File: src/rtl/rsm_pkg.sv
package rsm_pkg;
   typedef enum logic [2:0] {
      PH_RUN     = 3'd0,
      PH_ACT_EXT = 3'd1,
      PH_ACT_WDG = 3'd2,
      PH_DELAY   = 3'd3,
      PH_FETCH   = 3'd4
   } rsm_phase_e;
endpackage

File: src/rtl/rsm_pin_sync.sv
module rsm_pin_sync #(
   parameter int STAGES = 2
) (
   input  logic clk,
   input  logic pwr_rst_n,
   input  logic pin_n,
   output logic pin_sync_n
);
   if (STAGES < 2) begin : g_bad_stages
      $error("rsm_pin_sync: STAGES must be at least 2");
   end

   logic [STAGES-1:0] chain;

   for (genvar i = 0; i < STAGES; i++) begin : g_stage
      if (i == 0) begin : g_first
         always_ff @(posedge clk or negedge pwr_rst_n) begin
            if (!pwr_rst_n) chain[0] <= 1'b1;
            else            chain[0] <= pin_n;
         end
      end else begin : g_next
         always_ff @(posedge clk or negedge pwr_rst_n) begin
            if (!pwr_rst_n) chain[i] <= 1'b1;
            else            chain[i] <= chain[i-1];
         end
      end
   end

   assign pin_sync_n = chain[STAGES-1];
endmodule

File: src/rtl/rsm_ext_filter.sv
module rsm_ext_filter #(
   parameter int MIN_W = 4,
   parameter int HIST  = 2
) (
   input  logic clk,
   input  logic pwr_rst_n,
   input  logic pin_sync_n,
   input  logic armed,
   input  logic drive_low,
   output logic ext_hit
);
   if (MIN_W < 1) begin : g_bad_min
      $error("rsm_ext_filter: MIN_W must be at least 1");
   end
   if (HIST < 1) begin : g_bad_hist
      $error("rsm_ext_filter: HIST must be at least 1");
   end

   // Remember recent self-driven cycles so the flush of the synchroniser is masked.
   logic [HIST-1:0] drv_hist;
   logic            det_en;

   if (HIST == 1) begin : g_hist1
      always_ff @(posedge clk or negedge pwr_rst_n) begin
         if (!pwr_rst_n) drv_hist <= '1;
         else            drv_hist <= drive_low;
      end
   end else begin : g_histn
      always_ff @(posedge clk or negedge pwr_rst_n) begin
         if (!pwr_rst_n) drv_hist <= '1;
         else            drv_hist <= {drv_hist[HIST-2:0], drive_low};
      end
   end

   assign det_en = armed && (drv_hist == '0);

   if (MIN_W == 1) begin : g_no_count
      assign ext_hit = det_en && !pin_sync_n;
   end else begin : g_count
      localparam int CW = $clog2(MIN_W);
      localparam logic [CW-1:0] LAST = CW'(MIN_W - 1);
      logic [CW-1:0] low_cnt;
      logic          low_now;

      assign low_now = det_en && !pin_sync_n;
      assign ext_hit = low_now && (low_cnt == LAST);

      always_ff @(posedge clk or negedge pwr_rst_n) begin
         if (!pwr_rst_n)             low_cnt <= '0;
         else if (low_now && !ext_hit) low_cnt <= low_cnt + 1'b1;
         else                        low_cnt <= '0;
      end

      // an accepted request was already low and armed one cycle earlier
      a_r6_hit_after_low: assert property (@(posedge clk) disable iff (!pwr_rst_n)
         ext_hit |-> $past(!pin_sync_n && armed));
   end
endmodule

File: src/rtl/rsm_phase_fsm.sv
module rsm_phase_fsm
   import rsm_pkg::*;
#(
   parameter int DLY_SHORT = 256,
   parameter int DLY_LONG  = 4096,
   parameter int WDG_PULSE = 8,
   parameter int FETCH_CYC = 2
) (
   input  logic       clk,
   input  logic       pwr_rst_n,
   input  logic       wdg_fire,
   input  logic       ext_hit,
   input  logic       pin_sync_n,
   input  logic       long_sel,
   output rsm_phase_e phase
);
   localparam int MAXC  = (DLY_LONG > DLY_SHORT) ? DLY_LONG : DLY_SHORT;
   localparam int MAXA  = (WDG_PULSE > FETCH_CYC) ? WDG_PULSE : FETCH_CYC;
   localparam int CNT_W = $clog2(((MAXC > MAXA) ? MAXC : MAXA) + 1);
   localparam logic [CNT_W-1:0] SHORT_LAST = CNT_W'(DLY_SHORT - 1);
   localparam logic [CNT_W-1:0] LONG_LAST  = CNT_W'(DLY_LONG - 1);
   localparam logic [CNT_W-1:0] WDG_LAST   = CNT_W'(WDG_PULSE - 1);
   localparam logic [CNT_W-1:0] FETCH_LAST = CNT_W'(FETCH_CYC - 1);

   if (DLY_SHORT < 1 || DLY_LONG < DLY_SHORT) begin : g_bad_dly
      $error("rsm_phase_fsm: need 1 <= DLY_SHORT <= DLY_LONG");
   end
   if (WDG_PULSE < 1 || FETCH_CYC < 1) begin : g_bad_len
      $error("rsm_phase_fsm: WDG_PULSE and FETCH_CYC must be at least 1");
   end

   rsm_phase_e      phase_q, phase_d;
   logic [CNT_W-1:0] ph_cnt, ph_cnt_d;
   logic [CNT_W-1:0] dly_last;

   assign dly_last = long_sel ? LONG_LAST : SHORT_LAST;

   always_comb begin
      phase_d  = phase_q;
      ph_cnt_d = ph_cnt + 1'b1;
      if (wdg_fire) begin
         phase_d  = PH_ACT_WDG;
         ph_cnt_d = '0;
      end else begin
         unique case (phase_q)
            PH_RUN: begin
               ph_cnt_d = '0;
               if (ext_hit) phase_d = PH_ACT_EXT;
            end
            PH_ACT_EXT: begin
               ph_cnt_d = '0;
               if (pin_sync_n) phase_d = PH_DELAY;
            end
            PH_ACT_WDG: if (ph_cnt == WDG_LAST) begin
               phase_d  = PH_DELAY;
               ph_cnt_d = '0;
            end
            PH_DELAY: if (ph_cnt == dly_last) begin
               phase_d  = PH_FETCH;
               ph_cnt_d = '0;
            end
            PH_FETCH: if (ph_cnt == FETCH_LAST) begin
               phase_d  = PH_RUN;
               ph_cnt_d = '0;
            end
            default: begin
               phase_d  = PH_RUN;
               ph_cnt_d = '0;
            end
         endcase
      end
   end

   always_ff @(posedge clk or negedge pwr_rst_n) begin
      if (!pwr_rst_n) begin
         phase_q <= PH_DELAY;
         ph_cnt  <= '0;
      end else begin
         phase_q <= phase_d;
         ph_cnt  <= ph_cnt_d;
      end
   end

   assign phase = phase_q;

   // the watchdog active phase is held until its count is reached
   a_r7_wdg_hold: assert property (@(posedge clk) disable iff (!pwr_rst_n)
      (phase_q == PH_ACT_WDG && ph_cnt != WDG_LAST && !wdg_fire) |=> phase_q == PH_ACT_WDG);
   // the delay phase is not left early
   a_r3_delay_hold: assert property (@(posedge clk) disable iff (!pwr_rst_n)
      (phase_q == PH_DELAY && ph_cnt != dly_last && !wdg_fire) |=> phase_q == PH_DELAY);
   // a watchdog request always restarts at the watchdog active phase
   a_r10_restart: assert property (@(posedge clk) disable iff (!pwr_rst_n)
      wdg_fire |=> (phase_q == PH_ACT_WDG && ph_cnt == '0));
endmodule

File: src/rtl/rsm_status_reg.sv
module rsm_status_reg #(
   parameter int REG_W = 8
) (
   input  logic             clk,
   input  logic             pwr_rst_n,
   input  logic             wdg_fire,
   input  logic             reg_wr,
   input  logic [REG_W-1:0] reg_wdata,
   output logic [REG_W-1:0] reg_rdata
);
   if (REG_W < 2) begin : g_bad_w
      $error("rsm_status_reg: REG_W must be at least 2");
   end

   logic wdg_flag;
   logic unused_wdata;

   assign unused_wdata = ^reg_wdata[REG_W-1:1];

   always_ff @(posedge clk or negedge pwr_rst_n) begin
      if (!pwr_rst_n)                    wdg_flag <= 1'b0;
      else if (wdg_fire)                 wdg_flag <= 1'b1;
      else if (reg_wr && !reg_wdata[0])  wdg_flag <= 1'b0;
   end

   assign reg_rdata = {{(REG_W-1){1'b0}}, wdg_flag};

   // a watchdog request is recorded
   a_r8_flag_set: assert property (@(posedge clk) disable iff (!pwr_rst_n)
      wdg_fire |=> wdg_flag);
   // a clearing write without a competing request clears the flag
   a_r9_flag_clear: assert property (@(posedge clk) disable iff (!pwr_rst_n)
      (reg_wr && !reg_wdata[0] && !wdg_fire) |=> !wdg_flag);
   // nothing but a clearing write drops the flag
   a_r9_flag_sticky: assert property (@(posedge clk) disable iff (!pwr_rst_n)
      (wdg_flag && !(reg_wr && !reg_wdata[0])) |=> wdg_flag);
endmodule

File: src/rtl/rsm_top.sv
module rsm_top
   import rsm_pkg::*;
#(
   parameter int SYNC_STAGES = 2,
   parameter int MIN_EXT_W   = 4,
   parameter int WDG_PULSE   = 8,
   parameter int DLY_SHORT   = 256,
   parameter int DLY_LONG    = 4096,
   parameter int FETCH_CYC   = 2,
   parameter int REG_W       = 8
) (
   input  logic             clk,
   input  logic             pwr_rst_n,
   input  logic             rst_pin_n,
   input  logic             wdg_fire,
   input  logic             long_delay_sel,
   input  logic             reg_wr,
   input  logic [REG_W-1:0] reg_wdata,
   output logic [REG_W-1:0] reg_rdata,
   output logic             core_rst,
   output logic             vec_fetch,
   output logic             rst_pin_pulldown
);
   logic       pin_sync_n;
   logic       ext_hit;
   rsm_phase_e phase;

   rsm_pin_sync #(.STAGES(SYNC_STAGES)) u_sync (
      .clk(clk), .pwr_rst_n(pwr_rst_n), .pin_n(rst_pin_n), .pin_sync_n(pin_sync_n)
   );

   rsm_ext_filter #(.MIN_W(MIN_EXT_W), .HIST(SYNC_STAGES)) u_filt (
      .clk(clk), .pwr_rst_n(pwr_rst_n), .pin_sync_n(pin_sync_n),
      .armed(phase == PH_RUN), .drive_low(rst_pin_pulldown), .ext_hit(ext_hit)
   );

   rsm_phase_fsm #(
      .DLY_SHORT(DLY_SHORT), .DLY_LONG(DLY_LONG),
      .WDG_PULSE(WDG_PULSE), .FETCH_CYC(FETCH_CYC)
   ) u_fsm (
      .clk(clk), .pwr_rst_n(pwr_rst_n), .wdg_fire(wdg_fire), .ext_hit(ext_hit),
      .pin_sync_n(pin_sync_n), .long_sel(long_delay_sel), .phase(phase)
   );

   rsm_status_reg #(.REG_W(REG_W)) u_stat (
      .clk(clk), .pwr_rst_n(pwr_rst_n), .wdg_fire(wdg_fire),
      .reg_wr(reg_wr), .reg_wdata(reg_wdata), .reg_rdata(reg_rdata)
   );

   assign core_rst         = (phase != PH_RUN);
   assign vec_fetch        = (phase == PH_FETCH);
   assign rst_pin_pulldown = (phase == PH_ACT_WDG) || (phase == PH_DELAY);

   // the fetch phase is only entered straight from a pin-driving phase
   a_r2_fetch_after_drive: assert property (@(posedge clk) disable iff (!pwr_rst_n)
      $rose(vec_fetch) |-> $past(rst_pin_pulldown));
   // the core is released right after the fetch unless the watchdog intervened
   a_r4_release: assert property (@(posedge clk) disable iff (!pwr_rst_n)
      ($fell(vec_fetch) && !$past(wdg_fire)) |-> !core_rst);
   // the pin is never driven during the fetch
   a_r5_no_drive_fetch: assert property (@(posedge clk) disable iff (!pwr_rst_n)
      vec_fetch |-> !rst_pin_pulldown);
endmodule

File: config.mk
export PLATFORM = sky130hd
export DESIGN_NAME = rsm_top
export DESIGN_NICKNAME = d
export VERILOG_FILES = /design/src/rtl/rsm_pkg.sv /design/src/rtl/rsm_pin_sync.sv /design/src/rtl/rsm_ext_filter.sv /design/src/rtl/rsm_phase_fsm.sv /design/src/rtl/rsm_status_reg.sv /design/src/rtl/rsm_top.sv
export SDC_FILE = /design/constraint.sdc
export NUM_CORES = 1
export LEC_CHECK = 0
export CORE_ASPECT_RATIO = 0.8
export CORE_MARGIN = 5
export CORE_UTILIZATION = 45
export DETAILED_ROUTE_END_ITERATION = 8
export PLACE_DENSITY = 0.79
export SLEW_MARGIN = 30
export SYNTH_ARGS = -nofsm -noshare
export SYNTH_HDL_FRONTEND = slang
export SYNTH_SLANG_ARGS = --single-unit
File: constraint.sdc
create_clock -name clk -period 1.52 [get_ports clk]
set_input_delay 0.228 -clock clk [delete_from_list [all_inputs] [get_ports clk]]
set_output_delay 0.228 -clock clk [all_outputs]
set_load 0.01 [all_outputs]
==> reports/summary.txt, run 1 <==
Routed wire length -> 3.01 mm
First-pass GRT wire length -> 4.93 mm
Leak -> 0.771 nW
CTS Sinks -> 23
Clk buf depth -> 2
Final non-filler cell total -> 197
Period utilisation layout -> 116%
Wire per inst -> 15.3 um
CP Max Fanout -> 3
Multi-input gate area -> 694 sq um
Fin. max-slew vios -> 0
RSZ-0062 raised after global routing -> true
Post-DP HPWL -> 2.00 mm
Family with the most delay on the worst path -> simple AND/OR/NAND/NOR gates
Die area -> 3830 sq um
Initial DRC Count -> 50
Worst EP arrival -> 2.03 ns
Status -> finished with violations
Post-synthesis cell type count -> 35
Final nets -> 179
Sequential share of the synthesized area -> 48.3%
RePlAce Congestion -> 0.898
Starting Density -> 48.2%
DR pass1 iterations -> 4
Antenna Nets Post-Route -> 0
VDD IR max -> 0.655 mV
Crit path required time -> 1.79 ns
Cells after synthesis -> 116
H-tree levels -> 1
Place WS -> -0.209 ns
Crit path largest cell delay -> 0.43 ns
Largest net degree at the start of global routing -> 24
# diodes -> 0
Worst-path clk slew -> 0.13 ns
Core Util, Final -> 68.2%
Final setup fails -> 16
Max_cap viols -> 0
Die Ht -> 56.3 um
Root Buffer -> clkbuf_4
Residual DRC -> 0
Most frequent cells in the layout -> buf_4 (33), dfrtp_1 (15), nor2_1 (13)
Critical path startpoint category -> register
Critical path class -> reg2reg
Clock period minus worst slack -> 1.76 ns
Share of cells above drive strength 1 -> 44.7%
Critical path cell sequence -> nor4_4 > buf_4 > nand4_1 > a22oi_2 > buf_4 > nand3_2 > a2bb2oi_2
Hold Crit Class -> in2async
PnR Total Power -> 1.34 mW
Worst setup EP type -> register
# IOs -> 25
EDFF count, synth -> 0
Synth Register Bits -> 23
Via Count -> 1011
Final Hold Viols -> 0
Commonest non-fill, non-tap cell in the layout -> buf_4
Async SR Flop Fraction -> 100%
# fillers -> 199
Worst skew pair latency -> 0.33 ns
# hold bufs at CTS -> 0
Most used cell, CP -> buf_4
Horiz. Die Dim -> 67.9 um
Area of the core -> 2500 sq um
Worst setup margin -> -0.243 ns
Vias in the first global route -> 1110
I/O Buffers -> 10
Failing checks -> setup timing
Setup Skew -> 0.00703 ns
Post-Syn Area -> 1210 sq um
Register area -> 586 sq um
Crit path max-delay cell type -> dfrtp_1
Tot GR Track Use -> 17.2%
Max Freq -> 567 MHz
Dominant synthesized flop cell -> dfrtp_1
Power Density -> 786 nW/um^2
Bufs and invs on worst path -> 2
Initial antenna violation count -> 0
Warnings, synthesis -> 0
# rows -> 16
Min Hold Slack -> 0.230 ns
Drt via density -> 5.13
Placed cell count -> 187
CTS tree -> done
Total CTS buffers -> 3
Syn Area/Cell -> 10.4 sq um
Area delta synth->final -> 41.3%
GRT overflow -> 0
[through the flow]
stage                     area (sq um)  setup TNS [ns]
after floorplan                   1250          -0.213
after global placement            1540           -1.61
after detailed placement          1540           -2.67
after CTS                         1600           -2.61
after global routing              1710           -4.54
final                             1710           -3.37
[repair_timing]
action | CTS | global route
endpoints found under the setup margin | 18 | 19
gates resized for setup | 18 | 18
pin swaps | 7 | 6
cloned | 1 | 0
endpoints found under the hold margin | 0 | 0
buffers inserted | 1 | 4
[report_power, final]
| part | total (mW) | switching (mW) | internal [mW] |
|---|---|---|---|
| sequential | 0.681 | 0.0330 | 0.648 |
| combinational | 0.360 | 0.173 | 0.187 |
| clock | 0.300 | 0.201 | 0.0990 |
[flip-flops by register name, indices dropped and copies added, names as in the netlist]
name and cells:
u_fsm.ph_cnt 13, u_fsm.phase 3, u_filt.drv_hist 2, u_filt.g_count.low_cnt 2, u_stat.wdg_flag 1, u_sync.chain 1
u_sync.pin_sync_n 1
[final cells by class]
class / instances / area share, %
Timing Repair Buffer: 43 / 19.9
Clock buffer: 3 / 1.32
Inverter: 4 / 0.880
Tap cell: 36 / 2.64
Clock inverter: 1 / 0.293
Sequential cell: 23 / 34.3
Multi-Input combinational cell: 87 / 40.7
[worst paths after layout]
kind / slack, ns / depth (start not counted) / to / start
max in group asynchronous: 1.00 / 2 / u_fsm.phase[0] / pwr_rst_n
hold reg to reg: 0.37 / 0 / u_sync.pin_sync_n / u_sync.chain[0]
min in group clk: 0.29 / 1 / u_sync.chain[0] / rst_pin_n
hold / removal: 0.23 / 2 / u_fsm.ph_cnt[2] / pwr_rst_n
setup reg to reg: -0.24 / 7 / u_fsm.phase[1] / u_fsm.ph_cnt[10]
setup / recovery: -0.24 / 7 / u_fsm.phase[1] / u_fsm.ph_cnt[10]
[synth_stat cells, types with 2 or more instances]
| master | count | share of area, % |
|---|---|---|
| xor2_1 | 7 | 5.1 |
| and2_1 | 2 | 1.0 |
| a21oi_1 | 2 | 0.83 |
| nor4b_1 | 2 | 1.5 |
| buf_4 | 8 | 5.0 |
| nor2b_1 | 2 | 1.0 |
| or3_1 | 2 | 1.0 |
| and4_1 | 3 | 2.2 |
| nor3_1 | 3 | 1.2 |
| xnor2_1 | 4 | 2.9 |
| inv_1 | 4 | 1.2 |
| dfrtp_1 | 17 | 35 |
| nand3_1 | 7 | 2.9 |
| ha_1 | 3 | 3.1 |
| nand2_1 | 8 | 2.5 |
| dfstp_2 | 6 | 13 |
| o21ai_0 | 2 | 0.83 |
| nor2_1 | 16 | 5.0 |
| and3_1 | 2 | 1.0 |
[metal layers]
metal  share of wire (%)  routed length [um]  vias up  track usage (%)
li1                    -                   -      482                -
met5                   0                   0        -                0
met3                 4.7                 140       10             5.99
met1                  40                1200      496             18.9
met2                  53                1590       23             30.4
met4                 2.4                  72        0             5.38
[cell families after synthesis]
kind of cell | count (synthesis) | share of synthesized area, %
buf+inv | 13 | 7.15
flops | 23 | 48.3
compound gates | 11 | 7.46
other cells | 1 | 0.311
xor+xnor | 11 | 7.98
mux | 1 | 0.829
fa+ha+maj | 3 | 3.11
simple gates | 53 | 24.9
No activity file was read; power rests on OpenSTA's default activity.
==> inputs of run 2 (changes only) <==
Settings changed: CORE_UTILIZATION 45 to 50, PLACE_DENSITY 0.79 to 0.83.
Clock period 1.52 ns to 1.9 ns, I/O delays scaled along.
==> run 2 against run 1 <==
Combinational power fell by 54%. Highest routed layer unchanged. Largest cell class unchanged. Critical path depth fell by 5. Critical endpoint is now vec_fetch. Worst setup slack better by 0.34 ns. Flip-flop and latch count unchanged. The flow now finishes without violations. Critical path type is now reg2out.
==> reports/summary.txt, run 2 (synthesized netlist as in run 1, its figures left out) <==
Status -> completed
Crit path required time -> 1.62 ns
DR pass1 iterations -> 4
Most frequent cells in the layout -> dfrtp_1 (17), nor2_1 (16), nand2_1 (8), clkdlybuf4s50_1 (8)
Wire per inst -> 13.6 um
Commonest non-fill, non-tap cell in the layout -> dfrtp_1
Starting Density -> 54.1%
Post-DP HPWL -> 1.64 mm
Critical path class -> reg2out
Clock period minus worst slack -> 1.80 ns
# hold bufs at CTS -> 0
Area delta synth->final -> 15.3%
Die Ht -> 54.0 um
Critical path cell sequence -> nor3_2 > clkdlybuf4s50_1
Area of the core -> 2230 sq um
Fin. max-slew vios -> 0
Root Buffer -> clkbuf_4
Flip-flop count of the largest register after layout -> 13
CTS tree -> done
Drt via density -> 5.24
Clk buf depth -> 2
Vias in the first global route -> 903
Tot GR Track Use -> 15.0%
CTS Sinks -> 23
Final nets -> 152
Largest net degree at the start of global routing -> 24
Final Hold Viols -> 0
First-pass GRT wire length -> 3.98 mm
Max_cap viols -> 0
Period utilisation layout -> 94.9%
Via Count -> 833
Initial antenna violation count -> 0
Antenna Nets Post-Route -> 0
Horiz. Die Dim -> 64.9 um
# fillers -> 186
# rows -> 15
Setup Skew -> 0.00390 ns
Max Freq -> 555 MHz
Residual DRC -> 0
Worst skew pair latency -> 0.31 ns
# diodes -> 0
Leak -> 0.615 nW
I/O Buffers -> 10
H-tree levels -> 1
Crit path max-delay cell type -> clkdlybuf4s50_1
Largest Register -> u_fsm.ph_cnt
Worst-path clk slew -> 0.13 ns
GRT overflow -> 0
TNS Setup -> 0 ns
Worst EP arrival -> 1.52 ns
# IOs -> 25
Die area -> 3500 sq um
Initial DRC Count -> 21
CP Max Fanout -> 5
VDD IR max -> 0.609 mV
PnR Total Power -> 941 uW
Final setup fails -> 0
RSZ-0062 raised after global routing -> false
Critical path startpoint category -> register
Routed wire length -> 2.16 mm
Share of cells above drive strength 1 -> 19.4%
Crit path largest cell delay -> 0.57 ns
Power Density -> 676 nW/um^2
RePlAce Congestion -> 0.827
Hold Crit Class -> in2async
Worst setup EP type -> output port
Total CTS buffers -> 3
## run 2: metrics by stage
step | util (%) | instances | instance area (sq um) | hold slack (ns) | setup WS [ns]
4_1_cts | 61.6 | 159 | 1380 | 0.319 | 0.00449
2_1_floorplan | - | 122 | 1230 | -0.0106 | 0.261
3_3_place_gp | 58.8 | 151 | 1310 | 0.346 | 0.178
3_5_place_dp | 58.8 | 151 | 1310 | 0.348 | 0.126
6_report | 62.4 | 159 | 1390 | 0.315 | 0.0969
5_1_grt | 62.4 | 159 | 1390 | 0.317 | 0.00935
## run 2: final timing paths
kind	endpoint	from	cells after the start	slack (ns)
max reg2reg	u_fsm.ph_cnt[8]	u_fsm.ph_cnt[8]	5	0.13
min	u_fsm.ph_cnt[0]	pwr_rst_n	2	0.32
min reg2reg	u_sync.pin_sync_n	u_sync.chain[0]	0	0.37
max in group asynchronous	u_filt.drv_hist[0]	pwr_rst_n	2	1.31
max	vec_fetch	u_fsm.phase[1]	2	0.1
min in group clk	u_sync.chain[0]	rst_pin_n	1	0.36
## run 2: timing repair
| action | 4_1_cts | 5_1_grt |
|---|---|---|
| setup buffers | 4 | 0 |
| endpoints found under the setup margin | 3 | 15 |
| gates resized for setup | 4 | 3 |
## run 2: final cells by class
type | instances | area [sq um] | share of cell area (%)
multi-input combinational | 86 | 586 | 42.0
sequential | 23 | 583 | 41.9
tap | 25 | 31.3 | 2.25
inverter | 4 | 15.0 | 1.08
timing repair buffer | 17 | 150 | 10.8
clock buffer | 3 | 22.5 | 1.62
clock inverter | 1 | 5.00 | 0.359
## run 2: report_power, final
| group | leakage, nW | internal [mW] | switching [mW] |
|---|---|---|---|
| clock network | 0.0177 | 0.0787 | 0.147 |
| logic | 0.303 | 0.0816 | 0.0858 |
| registers | 0.294 | 0.518 | 0.0306 |
## run 2: metal layers
layer / GRT usage, % / vias to the layer above / wire, um
met5: 0 / - / 0
met4: 6.32 / 0 / 42
met3: 4.38 / 4 / 107
met2: 25.8 / 17 / 1020
met1: 17.7 / 386 / 995
li1: - / 426 / -
## run 2: critical path: cells and delay by family (launching register included)
kind	cells	cell delay (ns)
buffers and inverters	1	0.57
DFF	1	0.42
and+or+nand+nor	1	0.22
